==> config.mk <==
export PLATFORM = sky130hd
export DESIGN_NAME = exc_vector_gen
export DESIGN_NICKNAME = d
export VERILOG_FILES = /design/src/rtl/exvec_pkg.sv /design/src/rtl/exvec_base.sv /design/src/rtl/exvec_offset.sv /design/src/rtl/exvec_cause.sv /design/src/rtl/exc_vector_gen.sv
export SDC_FILE = /design/constraint.sdc
export NUM_CORES = 1
export LEC_CHECK = 0
export CAP_MARGIN = 20
export CORE_ASPECT_RATIO = 1.4
export CORE_MARGIN = 5
export CORE_UTILIZATION = 39
export DETAILED_ROUTE_END_ITERATION = 7
export MAX_ROUTING_LAYER = met4
export PLACE_DENSITY = 0.78
export SLEW_MARGIN = 0
export SYNTH_ARGS = -nofsm -noshare
export SYNTH_HDL_FRONTEND = slang
export SYNTH_SLANG_ARGS = --single-unit
==> constraint.sdc <==
create_clock -name clk -period 0.9 [get_ports clk]
set_input_delay 0.135 -clock clk [delete_from_list [all_inputs] [get_ports clk]]
set_output_delay 0.135 -clock clk [all_outputs]
set_load 0.01 [all_outputs]
==> src/rtl/exvec_pkg.sv <==
package exvec_pkg;
    typedef enum logic [1:0] {
        EXC_GENERAL    = 2'b00,
        EXC_TLB_REFILL = 2'b01,
        EXC_CACHE_ERR  = 2'b10,
        EXC_RSVD       = 2'b11
    } exc_class_e;

    localparam int unsigned CACHE_ERR_CODE = 30;
endpackage

==> src/rtl/exvec_base.sv <==
module exvec_base #(
    parameter int unsigned VA_W = 32
) (
    input  logic            bev_i,
    input  logic            is_cache_i,
    input  logic            seg_ctl_i,
    input  logic            cv_i,
    input  logic [VA_W-1:0] ebase_i,
    input  logic [VA_W-1:0] boot_vec_i,
    output logic [VA_W-1:0] base_o
);
    localparam logic [VA_W-1:0] UNC_WIN   = VA_W'(32'hA000_0000);
    localparam logic [VA_W-1:0] KEEP_MASK = VA_W'(32'h1FFF_F000);
    localparam logic [VA_W-1:0] PAGE_MASK = ~VA_W'(12'hFFF);
    localparam logic [VA_W-1:0] BOOT_OFF  = VA_W'(12'h200);

    logic force_unc;

    always_comb begin
        force_unc = is_cache_i && !(seg_ctl_i && cv_i);
        if (bev_i) begin
            base_o = boot_vec_i + BOOT_OFF;
        end else if (force_unc) begin
            base_o = UNC_WIN | (ebase_i & KEEP_MASK);
        end else begin
            base_o = ebase_i & PAGE_MASK;
        end
    end
endmodule

==> src/rtl/exvec_offset.sv <==
module exvec_offset
    import exvec_pkg::*;
#(
    parameter int unsigned VA_W = 32
) (
    input  exc_class_e      cls_i,
    input  logic [1:0]      region_i,
    input  logic            kx_i,
    input  logic            ux_i,
    output logic [VA_W-1:0] off_o
);
    localparam logic [VA_W-1:0] OFF_REFILL_X = VA_W'(12'h080);
    localparam logic [VA_W-1:0] OFF_REFILL   = VA_W'(12'h000);
    localparam logic [VA_W-1:0] OFF_CACHE    = VA_W'(12'h100);
    localparam logic [VA_W-1:0] OFF_GENERAL  = VA_W'(12'h180);

    logic use_ext;

    always_comb begin
        use_ext = (region_i != 2'd0 || ux_i) && (region_i != 2'd3 || kx_i);
        unique case (cls_i)
            EXC_TLB_REFILL: off_o = use_ext ? OFF_REFILL_X : OFF_REFILL;
            EXC_CACHE_ERR:  off_o = OFF_CACHE;
            default:        off_o = OFF_GENERAL;
        endcase
    end
endmodule

==> src/rtl/exvec_cause.sv <==
module exvec_cause
    import exvec_pkg::*;
#(
    parameter int unsigned CAUSE_W  = 32,
    parameter int unsigned CODE_LSB = 2,
    parameter int unsigned CODE_W   = 5
) (
    input  logic [CAUSE_W-1:0] cause_i,
    input  logic [CODE_W-1:0]  code_i,
    input  logic               is_cache_i,
    output logic [CAUSE_W-1:0] cause_o
);
    localparam logic [CAUSE_W-1:0] FIELD_MASK =
        ((CAUSE_W'(1) << CODE_W) - CAUSE_W'(1)) << CODE_LSB;

    logic [CODE_W-1:0] code_sel;

    always_comb begin
        code_sel = is_cache_i ? CODE_W'(CACHE_ERR_CODE) : code_i;
        cause_o  = (cause_i & ~FIELD_MASK) | (CAUSE_W'(code_sel) << CODE_LSB);
    end
endmodule

==> src/rtl/exc_vector_gen.sv <==
module exc_vector_gen
    import exvec_pkg::*;
#(
    parameter int unsigned VA_W     = 32,
    parameter int unsigned CAUSE_W  = 32,
    parameter int unsigned CODE_LSB = 2,
    parameter int unsigned CODE_W   = 5
) (
    input  logic               clk,
    input  logic               rst_n,
    input  logic               take_i,
    input  logic [1:0]         class_i,
    input  logic [CODE_W-1:0]  code_i,
    input  logic               bev_i,
    input  logic               exl_i,
    input  logic               kx_i,
    input  logic               ux_i,
    input  logic [1:0]         region_i,
    input  logic               seg_ctl_i,
    input  logic               cv_i,
    input  logic [VA_W-1:0]    ebase_i,
    input  logic [VA_W-1:0]    boot_vec_i,
    input  logic [VA_W-1:0]    pc_i,
    input  logic [CAUSE_W-1:0] cause_i,
    output logic               valid_q,
    output logic [VA_W-1:0]    vec_q,
    output logic [CAUSE_W-1:0] cause_q,
    output logic               epc_we_q,
    output logic [VA_W-1:0]    epc_q
);
    typedef struct packed {
        logic               valid;
        logic               epc_we;
        logic [VA_W-1:0]    vec;
        logic [VA_W-1:0]    epc;
        logic [CAUSE_W-1:0] cause;
    } out_t;

    exc_class_e         cls;
    logic               is_cache;
    logic [VA_W-1:0]    base;
    logic [VA_W-1:0]    off;
    logic [CAUSE_W-1:0] cause_new;
    out_t               out_d;
    out_t               out_q;

    assign cls      = exc_class_e'(class_i);
    assign is_cache = (cls == EXC_CACHE_ERR);

    exvec_base #(.VA_W(VA_W)) base_i (
        .bev_i      (bev_i),
        .is_cache_i (is_cache),
        .seg_ctl_i  (seg_ctl_i),
        .cv_i       (cv_i),
        .ebase_i    (ebase_i),
        .boot_vec_i (boot_vec_i),
        .base_o     (base)
    );

    exvec_offset #(.VA_W(VA_W)) off_i (
        .cls_i    (cls),
        .region_i (region_i),
        .kx_i     (kx_i),
        .ux_i     (ux_i),
        .off_o    (off)
    );

    exvec_cause #(
        .CAUSE_W  (CAUSE_W),
        .CODE_LSB (CODE_LSB),
        .CODE_W   (CODE_W)
    ) cause_m (
        .cause_i    (cause_i),
        .code_i     (code_i),
        .is_cache_i (is_cache),
        .cause_o    (cause_new)
    );

    always_comb begin
        out_d        = out_q;
        out_d.valid  = 1'b0;
        out_d.epc_we = 1'b0;
        if (take_i) begin
            out_d.valid  = 1'b1;
            out_d.epc_we = !exl_i;
            out_d.vec    = base + off;
            out_d.cause  = cause_new;
            if (!exl_i) begin
                out_d.epc = pc_i;
            end
        end
    end

    always_ff @(posedge clk or negedge rst_n) begin
        if (!rst_n) begin
            out_q <= '0;
        end else begin
            out_q <= out_d;
        end
    end

    assign valid_q  = out_q.valid;
    assign epc_we_q = out_q.epc_we;
    assign vec_q    = out_q.vec;
    assign epc_q    = out_q.epc;
    assign cause_q  = out_q.cause;
endmodule

==> results.toml, run 1 <==
[floorplan]
rows = 48
core-area_um2 = 12400
ioPinCount = 244
start_util_pct = 40.0
chipWidth_um = 105
die_area_um2 = 15100
die_h_um = 143

[pwr]
p_leak_nw = 4.33
power_density_nw_per_um2 = 1430
p_total_w = 0.0136
vdd_drop_max_uv = 951

[synth]
syn_area_per_cell_um2 = 10.8
syn_nets = 606
synthArstFlopShare_pct = 100
synth_top_area_cell = "dfrtp_1"
yosysSeqAreaShare_pct = 49.6
synth_ff_type = "dfrtp_1"
yosysUniqueCellTypes = 54
netlist_area_um2 = 4950
synth_seq_cells = 98
synth-edff-count = 0
netlist_instances = 456
synthTopCellsByArea = "dfrtp_1 50%, mux2_2 16%, nor2_1 3.4%"
ys_warn_count = 0
netlist.area_leader.share_pct = 49.6

[drt]
first_pass_iters = 4
drtIter0Drc = 189
drcViolationCount = 0
wirelength_um = 19500
vias_per_cell = 5.19
ant_nets = 0
num_vias = 5115
drt-wirelength-per-cell_um = 19.8

[worst_hold_path]
hold_depth = 3
hold_class = "input pin to flop"
min_from = "exl_i"
hold-path-endpoint = "epc_we_q"

[critical_path]
crit_arrival_ns = 2.23
regToRegStartpoint = "epc_q[0]"
worst-path-max-fanout = 5
r2r_slack_ns = -0.06
path_cells = "buf_8, ha_4, or3b_1, o22ai_4, o21ai_4, a211oi_2, buf_4, nand3b_1, nor3b_2, xor2_1, a21oi_1"
reg2reg_to = "epc_q[0]"
end_kind = "flop"
slowest_stage = "or3b_1"
startpoint_type = "input pin"
cp_slowest_stage_delay_ns = 0.43
worstRegToRegCells = 2
worstPathRequired_ns = 1.11
crit_type = "input pin to flop"

[place]
gp_congestion = 0.967
port_buffers = 226
place_area_um2 = 8360
dpl.hpwl_um = 13600

[finish]
post-route-util_pct = 77.0
diodes = 0
layout_common_cells = "127 x buf_4, 100 x clkdlybuf4s50_1, 98 x dfrtp_1"
final_area_um2 = 9530
drive_gt1_share_pct = 52.7
finalNetCount = 982
layout_commonest_cell = "buf_4"
area_growth_pct = 92.6

[global_route]
grt_pass1_wl_um = 29400
grt_max_degree = 29
overflow = 0
grt_pass1_vias = 5417
antenna_found_initial = 0
grt_usage_pct = 25.1

[timing]
setup_viol = 133
fin_ws_ns = -1.12
max_slew_margin_pct = 68.7
fmax_mhz = 495
fin_skew_ns = 0
worstMarginPinSlew_ns = 0.466
rsz0062_at_grt = "yes"
min_period_ns = 2.02
post-route-period-util_pct = 224
hold_violations = 0
drv_slew = 0

[clocking]
cts_tree = "yes"
h-tree-depth = 3
clock-sinks = 98
root_buffer = "clkbuf_16"
path_clk_slew_ns = 0.06
clk_path_buf_depth = 2
cts_buffers = 9
clk_latency_ns = 0.33

[run_status]
violations = "setup timing"
status = "finished, violations left"

[flow_run]
max-cap-violations = 0
synth_stat cells, types with 2 or more instances:
cell and count:
nand4b_1 2, clkbuf_1 16, nand4_2 2, a211o_1 2, and2_1 3, a211oi_1 2
a21oi_1 28, nor2_1 45, nor3_1 10, nand2_1 17, nand2b_1 4, nand3_1 18
nor4_1 2, o22ai_1 2, nand3b_1 2, buf_1 5, nor2b_1 5, inv_1 17
o21ai_0 13, or4_1 4, a21o_1 2, mux2_2 69, o31ai_1 2, buf_2 4
nand4_1 10, and4_1 2, nor4_2 2, xor2_1 10, o221a_2 2, xnor2_1 19
or3_1 2, ha_1 3, and3_1 4, mux2i_1 3, dfrtp_1 98, a31oi_1 7
metrics by stage:
stage | cells | hold WS (ns) | TNS (ns) | worst slack (ns)
2_1_floorplan | 456 | -0.161 | -36.33 | -1.68
3_3_place_gp | 911 | 0.0397 | -71.13 | -2.06
3_5_place_dp | 911 | 0.0390 | -75.66 | -2.16
4_1_cts | 973 | 0.211 | -29.84 | -1.03
5_1_grt | 985 | 0.170 | -34.95 | -1.22
6_report | 985 | 0.174 | -30.07 | -1.12
critical path: cells and delay by family:
family | cells | cell delay, ns
buffers and inverters | 2 | 0.27
adders and majority gates | 1 | 0.18
xor gates and xnor gates | 1 | 0.19
AOI/OAI and AO/OA | 4 | 0.65
and+or+nand+nor | 3 | 0.81
where the power goes:
part           switching, W  leakage, nW  internal, W
Clock               0.00154        0.141      0.00228
Combinational       0.00177         3.04      0.00271
Sequential         0.000374         1.15      0.00493
layout make-up:
class | instances | area [µm²]
timing repair buffer | 391 | 3580
multi-input combinational | 315 | 2950
fill | 780 | 2850
sequential | 98 | 2450
clock buffer | 12 | 256
tap | 150 | 188
inverter | 17 | 63.8
clock inverter | 2 | 37.5
logic make-up after synthesis:
family	Yosys count	synth area share [%]
and+or+nand+nor	141	15.8
DFF	98	49.6
muxes	72	16.3
AOI/OAI and AO/OA	69	8.62
buffers and inverters	43	3.44
xor gates and xnor gates	29	5.13
adders and majority gates	4	1.16
routing by layer:
| metal | GRT usage, % | routed length, µm |
|---|---|---|
| met1 | 26.8 | 7030 |
| met2 | 46.8 | 10700 |
| met3 | 4.03 | 995 |
| met4 | 8.48 | 743 |
| met5 | - | 0 |
what timing repair did:
action | CTS | global route
pin swaps | 48 | 24
setup buffers | 48 | 16
endpoints found under the hold margin | 98 | 0
setup endpoints to repair | 160 | 140
hold buffers | 1 | 0
cloned | 2 | 0
resized for setup | 620 | 63
sequential cells by signal, indices dropped and copies added, names as in the netlist:
name      flops
cause_q      32
vec_q        32
valid_q       1
epc_we_q      1
epc_q        32
worst max path at each step:
| stage | slack [ns] | endpoint | startpoint |
|---|---|---|---|
| after floorplan | -1.68 | vec_q[29] | bev_i |
| after global placement | -2.06 | vec_q[30] | boot_vec_i[10] |
| after detailed placement | -2.16 | vec_q[30] | boot_vec_i[10] |
| after CTS | -1.03 | vec_q[27] | boot_vec_i[10] |
| after global routing | -1.22 | vec_q[28] | boot_vec_i[10] |
| final | -1.12 | vec_q[21] | boot_vec_i[10] |
Power figures use the tool's default switching activity.
==> run 2, diff against run 1 <==
--- a/config.mk
+++ b/config.mk
@@ -9,6 +9,7 @@
 export CORE_ASPECT_RATIO = 1.4
 export CORE_MARGIN = 5
 export CORE_UTILIZATION = 39
+export CTS_CLUSTER_SIZE = 16
 export DETAILED_ROUTE_END_ITERATION = 7
 export MAX_ROUTING_LAYER = met4
 export PLACE_DENSITY = 0.78
==> results of run 2 <==
The final DEF is identical to that of run 1; final timing and power are the same.
==> run 3, diff against run 2 <==
--- a/config.mk
+++ b/config.mk
@@ -8,12 +8,11 @@
 export CAP_MARGIN = 20
 export CORE_ASPECT_RATIO = 1.4
 export CORE_MARGIN = 5
-export CORE_UTILIZATION = 39
+export CORE_UTILIZATION = 41
 export CTS_CLUSTER_SIZE = 16
 export DETAILED_ROUTE_END_ITERATION = 7
 export MAX_ROUTING_LAYER = met4
-export PLACE_DENSITY = 0.78
-export SLEW_MARGIN = 0
+export PLACE_DENSITY = 0.81
 export SYNTH_ARGS = -nofsm -noshare
 export SYNTH_HDL_FRONTEND = slang
 export SYNTH_SLANG_ARGS = --single-unit
==> run 3 against run 2 <==
Compared with the run above: the run still ends with setup timing left; design area decreased by 1.1%; sequential share of layout area increased by 0.29 points; register-to-register slack got worse by 0.06 ns; setup slack improved by 0.041 ns; first-iteration DRC count increased by 9.0%; non-clock buffer count decreased by 1; critical endpoint is now vec_q[23].
==> results.toml, run 3 (synthesis gave the netlist of run 1 again) <==
[run_status]
violations = "setup timing"
status = "finished, violations left"

[global_route]
overflow = 0
grt_usage_pct = 25.0
grt_max_degree = 36
grt_pass1_vias = 5539
antenna_found_initial = 0
grt_pass1_wl_um = 27300

[pwr]
seqPwrFrac_pct = 39.5
power_density_nw_per_um2 = 1420
p_comb_share_pct = 32.6
vdd_drop_max_uv = 855
clkPwrFrac_pct = 27.9
p_leak_nw = 4.25
swShare_pct = 27.6
power.internal_w = 0.00969
switchingPower_w = 0.00370

[timing]
setup-tns-final_ns = -29.44
post-route-period-util_pct = 220
whs_ns = 0.205
min_period_ns = 1.98
setup_viol = 130
fmax_mhz = 505
fin_skew_ns = 0
worstMarginPinSlew_ns = 0.452
rsz0062_at_grt = "yes"
drv_slew = 0
max_slew_margin_pct = 69.6
fin_ws_ns = -1.08
hold_violations = 0

[floorplan]
die_area_um2 = 14400
die_h_um = 140
chipWidth_um = 103
ioPinCount = 244
core-area_um2 = 11800
start_util_pct = 41.9
rows = 47

[finish]
drive_gt1_share_pct = 52.5
diodes = 0
area_growth_pct = 90.4
layout_common_cells = "135 x buf_4, 99 x clkdlybuf4s50_1, 98 x dfrtp_1"
layout.cells.non_filler = 982
final_area_um2 = 9420
fillerInstances = 679
finalNetCount = 981
layout_commonest_cell = "buf_4"

[critical_path]
path_cells = "buf_8, nor3_4, a31oi_4, nor2_2, nor2_2, ha_4, fa_2, nand4_1, a211oi_2, buf_4, nand3b_1, nor2_1, xor2_1, mux2_4"
worstRegToRegCells = 4
worst-path-max-fanout = 3
end_kind = "flop"
crit_family = "simple AND/OR/NAND/NOR gates"
worstPathRequired_ns = 1.11
crit_top_cell = "nor2_2"
crit_end = "vec_q[23]"
cp.depth = 14
cp_slowest_stage_delay_ns = 0.34
reg2reg_to = "vec_q[26]"
slowest_stage = "fa_2"
startpoint_type = "input pin"
regToRegStartpoint = "vec_q[26]"
crit_type = "input pin to flop"
crit_arrival_ns = 2.19
r2r_slack_ns = -0.12
critPathLaunch = "ux_i"
cp_num_buf_inv = 2

[clocking]
clk_latency_ns = 0.33
clk_path_buf_depth = 2
clock-sinks = 98
cts_tree = "yes"
path_clk_slew_ns = 0.06
root_buffer = "clkbuf_16"
cts_buffers = 9
h-tree-depth = 3

[worst_hold_path]
hold_depth = 2
hold_class = "input pin to flop"

[drt]
drt-wirelength-per-cell_um = 19.1
drcViolationCount = 0
wirelength_um = 18700
vias_per_cell = 5.23
ant_nets = 0
num_vias = 5133
first_pass_iters = 5
drtIter0Drc = 206

[place]
place_area_um2 = 8200
gp_congestion = 0.986
port_buffers = 226
post-place-ws_ns = -2.07
dpl.hpwl_um = 13200
place_inst = 894

[flow_run]
max-cap-violations = 0
[run 3: final cells by class]
class                      count  area [µm²]  share of cell area, %
clock buffer                  11         233                   2.47
clock inverter                 4        53.8                  0.571
inverter                      17        63.8                  0.677
multi-input combinational    315        2930                   31.1
sequential                    98        2450                   26.0
tap                          147         184                   1.95
timing repair buffer         390        3500                   37.2
[run 3: stage by stage]
step / total power, W / utilization (%)
final: 0.0134 / 79.7
after global routing: 0.0139 / 79.7
after CTS: 0.0131 / 76.4
after detailed placement: 0.00913 / 69.4
after global placement: 0.00900 / 69.4
after floorplan: 0.00674 / -
[run 3: how the worst min path moves through the flow]
stage,from,slack (ns),endpoint
2_1_floorplan,rst_n,-0.16,cause_q[0]
3_3_place_gp,rst_n,0.03,cause_q[21]
3_5_place_dp,rst_n,0.03,cause_q[21]
4_1_cts,take_i,0.20,valid_q
5_1_grt,take_i,0.22,valid_q
6_report,take_i,0.20,valid_q
[run 3: repair_timing]
| item | in CTS | in global routing |
|---|---|---|
| pin swaps | 55 | 22 |
| setup buffers | 50 | 23 |
| setup endpoints to repair | 158 | 138 |
| hold buffers | 1 | 0 |
| hold endpoints to repair | 83 | 0 |
| gates cloned | 3 | 0 |
| resized for setup | 619 | 53 |
[run 3: metal layers]
layer / track usage, % / wire length [µm] / vias to the layer above
met5: - / 0 / -
met3: 3.73 / 1130 / 52
met4: 11.6 / 838 / 0
met1: 24.8 / 6350 / 2489
li1: - / - / 2369
met2: 46.4 / 10400 / 223
[run 3: power by group through the flow]
stage | Clock (W) | Sequential [W] | Combinational [W]
6_report | 0.00374 | 0.00529 | 0.00436
5_1_grt | 0.00396 | 0.00534 | 0.00462
4_1_cts | 0.00380 | 0.00525 | 0.00401
3_5_place_dp | 0 | 0.00531 | 0.00381
3_3_place_gp | 0 | 0.00528 | 0.00373
2_1_floorplan | 0 | 0.00552 | 0.00122
